**config.mk**
```make
export PLATFORM = sky130hd
export DESIGN_NAME = ta_write_gate
export DESIGN_NICKNAME = d
export VERILOG_FILES = /design/src/rtl/ta_gate_pkg.sv /design/src/rtl/ta_window_timer.sv /design/src/rtl/ta_addr_match.sv /design/src/rtl/ta_key_fsm.sv /design/src/rtl/ta_write_gate.sv
export SDC_FILE = /design/constraint.sdc
export NUM_CORES = 1
export LEC_CHECK = 0
export ABC_CLOCK_PERIOD_IN_PS = 3500
export BUFFER_PORTS_ARGS = -buffer_cell sky130_fd_sc_hd__buf_2
export CELL_PAD_IN_SITES_DETAIL_PLACEMENT = 2
export CELL_PAD_IN_SITES_GLOBAL_PLACEMENT = 2
export CORE_MARGIN = 5
export CORE_UTILIZATION = 25
export CTS_BUF_LIST = sky130_fd_sc_hd__clkbuf_8
export DETAILED_ROUTE_END_ITERATION = 8
export GPL_TIMING_DRIVEN = 1
export HOLD_SLACK_MARGIN = 0.03
export PLACE_DENSITY_LB_ADDON = 0.1
export SLEW_MARGIN = 20
export SYNTH_ARGS = -nofsm -noshare
export SYNTH_HDL_FRONTEND = slang
export SYNTH_SLANG_ARGS = --single-unit
```
**constraint.sdc**
```tcl
create_clock -name clk -period 3.5 [get_ports clk]
set_clock_uncertainty 0.2 [all_clocks]
set_input_delay 0.175 -clock clk [delete_from_list [all_inputs] [get_ports clk]]
set_output_delay 0.175 -clock clk [all_outputs]
set_load 0.03 [all_outputs]
```
**src/rtl/ta_gate_pkg.sv**
```systemverilog
package ta_gate_pkg;
   typedef enum logic [1:0] {
      GATE_IDLE  = 2'd0,
      GATE_ARMED = 2'd1,
      GATE_OPEN  = 2'd2
   } gate_state_t;

   function automatic int unsigned cnt_width(input int unsigned limit);
      return (limit < 2) ? 1 : $clog2(limit + 1);
   endfunction
endpackage

```
**src/rtl/ta_window_timer.sv**
```systemverilog
module ta_window_timer #(
   parameter int unsigned WINDOW_MC = 3,
   localparam int unsigned CW = ta_gate_pkg::cnt_width(WINDOW_MC)
) (
   input  logic clk,
   input  logic rst_n,
   input  logic load_i,
   input  logic clear_i,
   input  logic stb_i,
   output logic live_o,
   output logic last_o
);
   localparam logic [CW-1:0] FULL = CW'(WINDOW_MC);
   localparam logic [CW-1:0] ONE  = CW'(1);

   logic [CW-1:0] cnt_q;

   always_ff @(posedge clk or negedge rst_n) begin
      if (!rst_n)                        cnt_q <= '0;
      else if (load_i)                   cnt_q <= FULL;
      else if (clear_i)                  cnt_q <= '0;
      else if (stb_i && cnt_q != '0)     cnt_q <= cnt_q - ONE;
   end

   assign live_o = (cnt_q != '0);
   assign last_o = stb_i && (cnt_q == ONE);

   always_comb begin
      assert_budget_bound_R2: assert (!rst_n || cnt_q <= FULL);
   end

   assert_load_full_R2: assert property (@(posedge clk) disable iff (!rst_n)
      load_i |=> cnt_q == FULL);

   assert_last_strobe_drains_R6: assert property (@(posedge clk) disable iff (!rst_n)
      (stb_i && cnt_q == ONE && !load_i) |=> cnt_q == '0);
endmodule

```
**src/rtl/ta_addr_match.sv**
```systemverilog
module ta_addr_match #(
   parameter int unsigned ADDR_W   = 8,
   parameter int unsigned NUM_PROT = 4,
   parameter logic [NUM_PROT*ADDR_W-1:0] PROT_LIST = '0,
   parameter logic [ADDR_W-1:0] KEY_ADDR = '0
) (
   input  logic [ADDR_W-1:0] addr_i,
   output logic              prot_o,
   output logic              key_o
);
   logic [NUM_PROT-1:0] hit;

   for (genvar i = 0; i < NUM_PROT; i++) begin : g_entry
      localparam logic [ADDR_W-1:0] ENTRY = PROT_LIST[i*ADDR_W +: ADDR_W];
      if (ENTRY == KEY_ADDR) begin : g_clash
         $error("protected entry %0d equals the unlock address", i);
      end
      assign hit[i] = (addr_i == ENTRY);
   end

   assign prot_o = |hit;
   assign key_o  = (addr_i == KEY_ADDR);

   always_comb begin
      assert_key_not_protected_R8: assert (!(prot_o && key_o));
   end
endmodule

```
**src/rtl/ta_key_fsm.sv**
```systemverilog
module ta_key_fsm
   import ta_gate_pkg::*;
#(
   parameter int unsigned DATA_W = 8,
   parameter logic [DATA_W-1:0] KEY_FIRST  = 8'hAA,
   parameter logic [DATA_W-1:0] KEY_SECOND = 8'h55
) (
   input  logic              clk,
   input  logic              rst_n,
   input  logic              key_wr_i,
   input  logic [DATA_W-1:0] data_i,
   input  logic              grant_i,
   input  logic              expire_i,
   output gate_state_t       state_o,
   output logic              load_o,
   output logic              clear_o
);
   gate_state_t state_q, state_d;

   always_comb begin
      state_d = state_q;
      load_o  = 1'b0;
      clear_o = 1'b0;
      if (key_wr_i) begin
         if (data_i == KEY_FIRST) begin
            state_d = GATE_ARMED;
            load_o  = 1'b1;
         end else if (data_i == KEY_SECOND && state_q == GATE_ARMED && !expire_i) begin
            state_d = GATE_OPEN;
         end else begin
            state_d = GATE_IDLE;
            clear_o = 1'b1;
         end
      end else if (grant_i) begin
         state_d = GATE_IDLE;
         clear_o = 1'b1;
      end else if (expire_i) begin
         state_d = GATE_IDLE;
      end
   end

   always_ff @(posedge clk or negedge rst_n) begin
      if (!rst_n) state_q <= GATE_IDLE;
      else        state_q <= state_d;
   end

   assign state_o = state_q;

   assert_bad_key_idles_R5: assert property (@(posedge clk) disable iff (!rst_n)
      (key_wr_i && data_i != KEY_FIRST && data_i != KEY_SECOND) |=> state_q == GATE_IDLE);

   assert_open_from_armed_R4: assert property (@(posedge clk) disable iff (!rst_n)
      (state_q == GATE_OPEN) |-> $past(state_q) != GATE_IDLE);
endmodule

```
**src/rtl/ta_write_gate.sv**
```systemverilog
module ta_write_gate
   import ta_gate_pkg::*;
#(
   parameter int unsigned ADDR_W    = 8,
   parameter int unsigned DATA_W    = 8,
   parameter int unsigned WINDOW_MC = 3,
   parameter int unsigned NUM_PROT  = 4,
   parameter logic [NUM_PROT*ADDR_W-1:0] PROT_LIST = 32'hC1_8E_F8_D8,
   parameter logic [ADDR_W-1:0] KEY_ADDR = 8'h9F
) (
   input  logic              clk,
   input  logic              rst_n,
   input  logic              mc_stb,
   input  logic              wr_en,
   input  logic [ADDR_W-1:0] wr_addr,
   input  logic [DATA_W-1:0] wr_data,
   output logic              wr_permit
);
   if (WINDOW_MC < 1) begin : g_bad_window
      $error("WINDOW_MC must be at least 1");
   end
   if (NUM_PROT < 1) begin : g_bad_list
      $error("NUM_PROT must be at least 1");
   end
   if (DATA_W < 8) begin : g_bad_data
      $error("DATA_W must hold an 8-bit key byte");
   end

   localparam logic [DATA_W-1:0] KEY_A = DATA_W'(8'hAA);
   localparam logic [DATA_W-1:0] KEY_B = DATA_W'(8'h55);

   logic        prot_hit, key_hit, key_wr;
   logic        tmr_load, tmr_clear, tmr_live, tmr_last;
   gate_state_t gate_st;

   ta_addr_match #(
      .ADDR_W(ADDR_W), .NUM_PROT(NUM_PROT), .PROT_LIST(PROT_LIST), .KEY_ADDR(KEY_ADDR)
   ) u_match (
      .addr_i(wr_addr), .prot_o(prot_hit), .key_o(key_hit)
   );

   assign key_wr = wr_en && key_hit;

   ta_key_fsm #(
      .DATA_W(DATA_W), .KEY_FIRST(KEY_A), .KEY_SECOND(KEY_B)
   ) u_fsm (
      .clk(clk), .rst_n(rst_n), .key_wr_i(key_wr), .data_i(wr_data),
      .grant_i(wr_permit), .expire_i(tmr_last), .state_o(gate_st),
      .load_o(tmr_load), .clear_o(tmr_clear)
   );

   ta_window_timer #(.WINDOW_MC(WINDOW_MC)) u_timer (
      .clk(clk), .rst_n(rst_n), .load_i(tmr_load), .clear_i(tmr_clear),
      .stb_i(mc_stb), .live_o(tmr_live), .last_o(tmr_last)
   );

   assign wr_permit = rst_n && (gate_st == GATE_OPEN) && wr_en && prot_hit;

   always_comb begin
      assert_reset_no_permit_R1: assert (rst_n || !wr_permit);
   end

   assert_open_needs_budget_R6: assert property (@(posedge clk) disable iff (!rst_n)
      (gate_st != GATE_IDLE) |-> tmr_live);

   assert_single_grant_R7: assert property (@(posedge clk) disable iff (!rst_n)
      wr_permit |=> gate_st == GATE_IDLE);

   assert_other_addr_inert_R8: assert property (@(posedge clk) disable iff (!rst_n)
      (wr_en && !prot_hit && !key_hit && !tmr_last) |=> $stable(gate_st));
endmodule

```
==> impl_metrics.yaml <==
synthesis:
  syn_area_um2: 394
  ys_warn_count: 0
  syn_inst: 46
  avgSynthCellArea_um2: 8.57
  synth_cell_types: 25
  synth_top_area_share_pct: 25.4
  synth_area_leaders: "dfrtp_1, nand2_1, a2111oi_4"
  synth_top_area_cell: "dfrtp_1"
  ys_ff_latch: 4
  ys_seq_area_share_pct: 25.4
  syn-num-nets: 68
grt:
  grt_usage_pct: 9.66
  grt_pass1_wl_mm: 1.87
  first_global_vias: 474
  grt_overflow: 0
  grt_antenna_before_repair: 0
  grt_max_degree: 8
setup_path:
  end_kind: "output port"
  crit_path_top_delay_cell: "or4b_4"
  max_stage_delay_ps: 540
  path_buf_inv: 3
  worstSetupPathType: "in2out"
  worst_ep_required_time_ps: 3120
  start_kind: "primary input"
  critPathMaxFanout: 4
  path_common_cell: "buf_2"
  cp_top_family: "simple AND/OR/NAND/NOR gates"
  worstPathCellList: "buf_2 -> or4b_4 -> a2111oi_4 -> o21ai_2 -> inv_1 -> buf_2"
  arrival_ps: 1570
power:
  powerDensity_nw_per_um2: 461
  power_leakage_uw: 0.000272
  peakVddDrop_v: 0.000258
routing:
  ant_nets: 0
  dr.pass1.iters: 1
  via_count: 436
  drt_iter0_markers: 0
  routedWlPerCell_um: 13.7
  remaining_drc_errors: 0
  routed_via_density: 5.07
  wl_mm: 1.18
floorplanning:
  core-area_um2: 1510
  rows: 14
  die_area_um2: 2470
  die_h_um: 49.7
  io_pins: 21
  fp.dieW_um: 49.7
  initial_utilization_pct: 26.2
status:
  outcome: "finished, final reports clean"
cts:
  cts-root-buf: "clkbuf_8"
  clk_latency_ps: 220
  clkTransAtPathRegs_ps: 30
  htree_num_levels: 1
  cts.path.max_buffers: 2
  numClockSinks: 4
  cts.repair.resized: 0
  cts_buffers: 3
  tritoncts: "built"
  cts_setup_buffers: 0
place:
  portBuffers: 20
  hpwl_mm: 1.04
  placed_area_um2: 514
  place_congestion: 0.693
sta:
  hold_viol_final: 0
  grt_setup_unrepaired: "false"
  slew_headroom_pct: 57.3
  tns_ps: 0
  slew_viol_final: 0
  tightestPinTransition_ps: 635
  worst_hold_slack_ps: 103
  setup_viol_count_final: 0
  max_freq_mhz: 515
  finalCritPeriodShare_pct: 55.5
  fin_crit_ps: 1940
cells_and_area:
  antenna_cells: 0
  drive_gt1_share_pct: 38.6
  stdcell_area_um2: 566
  fin_util_pct: 37.5
  syn_to_final_growth_pct: 43.5
  nNetsFinal: 94
run:
  cap_violations: 0
worst_hold_path:
  hold_path.class: "in2async"
[metrics by stage]
| stage | power, µW | instances | setup slack, ps |
|---|---|---|---|
| final | 261 | 86 | 1560 |
| after global routing | 284 | 86 | 1490 |
| after CTS | 266 | 86 | 1540 |
| after detailed placement | 167 | 82 | 1550 |
| after global placement | 165 | 82 | 1550 |
| after floorplan | 133 | 46 | 1730 |
[area by class of cell]
| class | count | area, µm² |
|---|---|---|
| clock buffers | 3 | 41.3 |
| fillers | 193 | 941 |
| inverters | 4 | 15.0 |
| multi-input cells | 38 | 279 |
| flip-flops and latches | 4 | 100 |
| well taps | 16 | 20.0 |
| repair buffers | 21 | 110 |
[synthesized netlist by cell type]
master	count
nand3_1	3
o211ai_1	1
nand3b_1	1
nand2b_1	1
nand4b_1	1
a2111oi_4	1
a22o_1	1
nor2b_1	1
nor3_1	1
or4b_4	1
or4bb_1	2
xnor2_1	1
nand2_1	8
nor2_1	3
ha_1	2
dfrtp_1	4
and4b_1	1
nor4_1	1
o21ai_0	3
a21o_1	1
nor4b_1	1
nor4_2	1
inv_1	4
o21ai_2	1
or3_1	1
[kinds of logic after synthesis]
group                      count (synthesis)  share of synthesized area (%)
AOI/OAI and AO/OA                          8                           19.0
xor gates and xnor gates                   1                           2.22
adders and majority gates                  2                           6.35
buffers and inverters                      4                           3.81
DFF                                        4                           25.4
and+or+nand+nor                           27                           43.2
[repair_timing]
action,4_1_cts,5_1_grt
endpoints found under the setup margin,0,0
endpoints found under the hold margin,4,0
hold buffers,1,0
[worst reg2reg max path, cell delays in order, from the launching register on]
cell	delay (ps)
dfrtp_1	350
inv_1	80
ha_1	180
nand2b_1	180
nand2_1	80
o21ai_0	100
a21o_1	200
a22o_1	220
[routing by layer]
layer,part of all wire (%),GRT usage [%]
met1,42,10.3
met2,50,16.5
met3,8.2,3.92
met4,0,3.93
met5,0,0
[registers in the layout, indices dropped and copies added, names as in the netlist]
register       count
u_fsm.state_o      2
u_timer.cnt_q      2
[worst paths after layout]
kind,start,end,slack [ps],depth (start not counted)
hold / removal,rst_n,u_timer.cnt_q[1],100,2
setup reg to reg,u_timer.cnt_q[0],u_timer.cnt_q[1],1800,7
max in group asynchronous,rst_n,u_fsm.state_o[0],2870,2
setup / recovery,wr_addr[3],wr_permit,1560,6
hold reg to reg,u_fsm.state_o[0],u_fsm.state_o[0],380,2
min in group clk,mc_stb,u_fsm.state_o[1],140,4
[where the power goes]
group	total [µW]	switching, µW	internal [µW]
Sequential	66.0	7.07	58.9
Clock	95.8	22.6	73.2
Combinational	99.2	52.0	47.2
Total	261	81.6	179
[cells in the final DEF (no fill, tap or decap), types with 2 or more instances in the layout]
cell and n:
dfrtp_1 4, ha_1 2, o21ai_0 3, nor2_1 3, clkbuf_8 3, nand2_1 8, nand3_1 3, inv_1 4
or4bb_1 2, buf_2 20
Note: power is estimated with default switching activity, not from simulation.
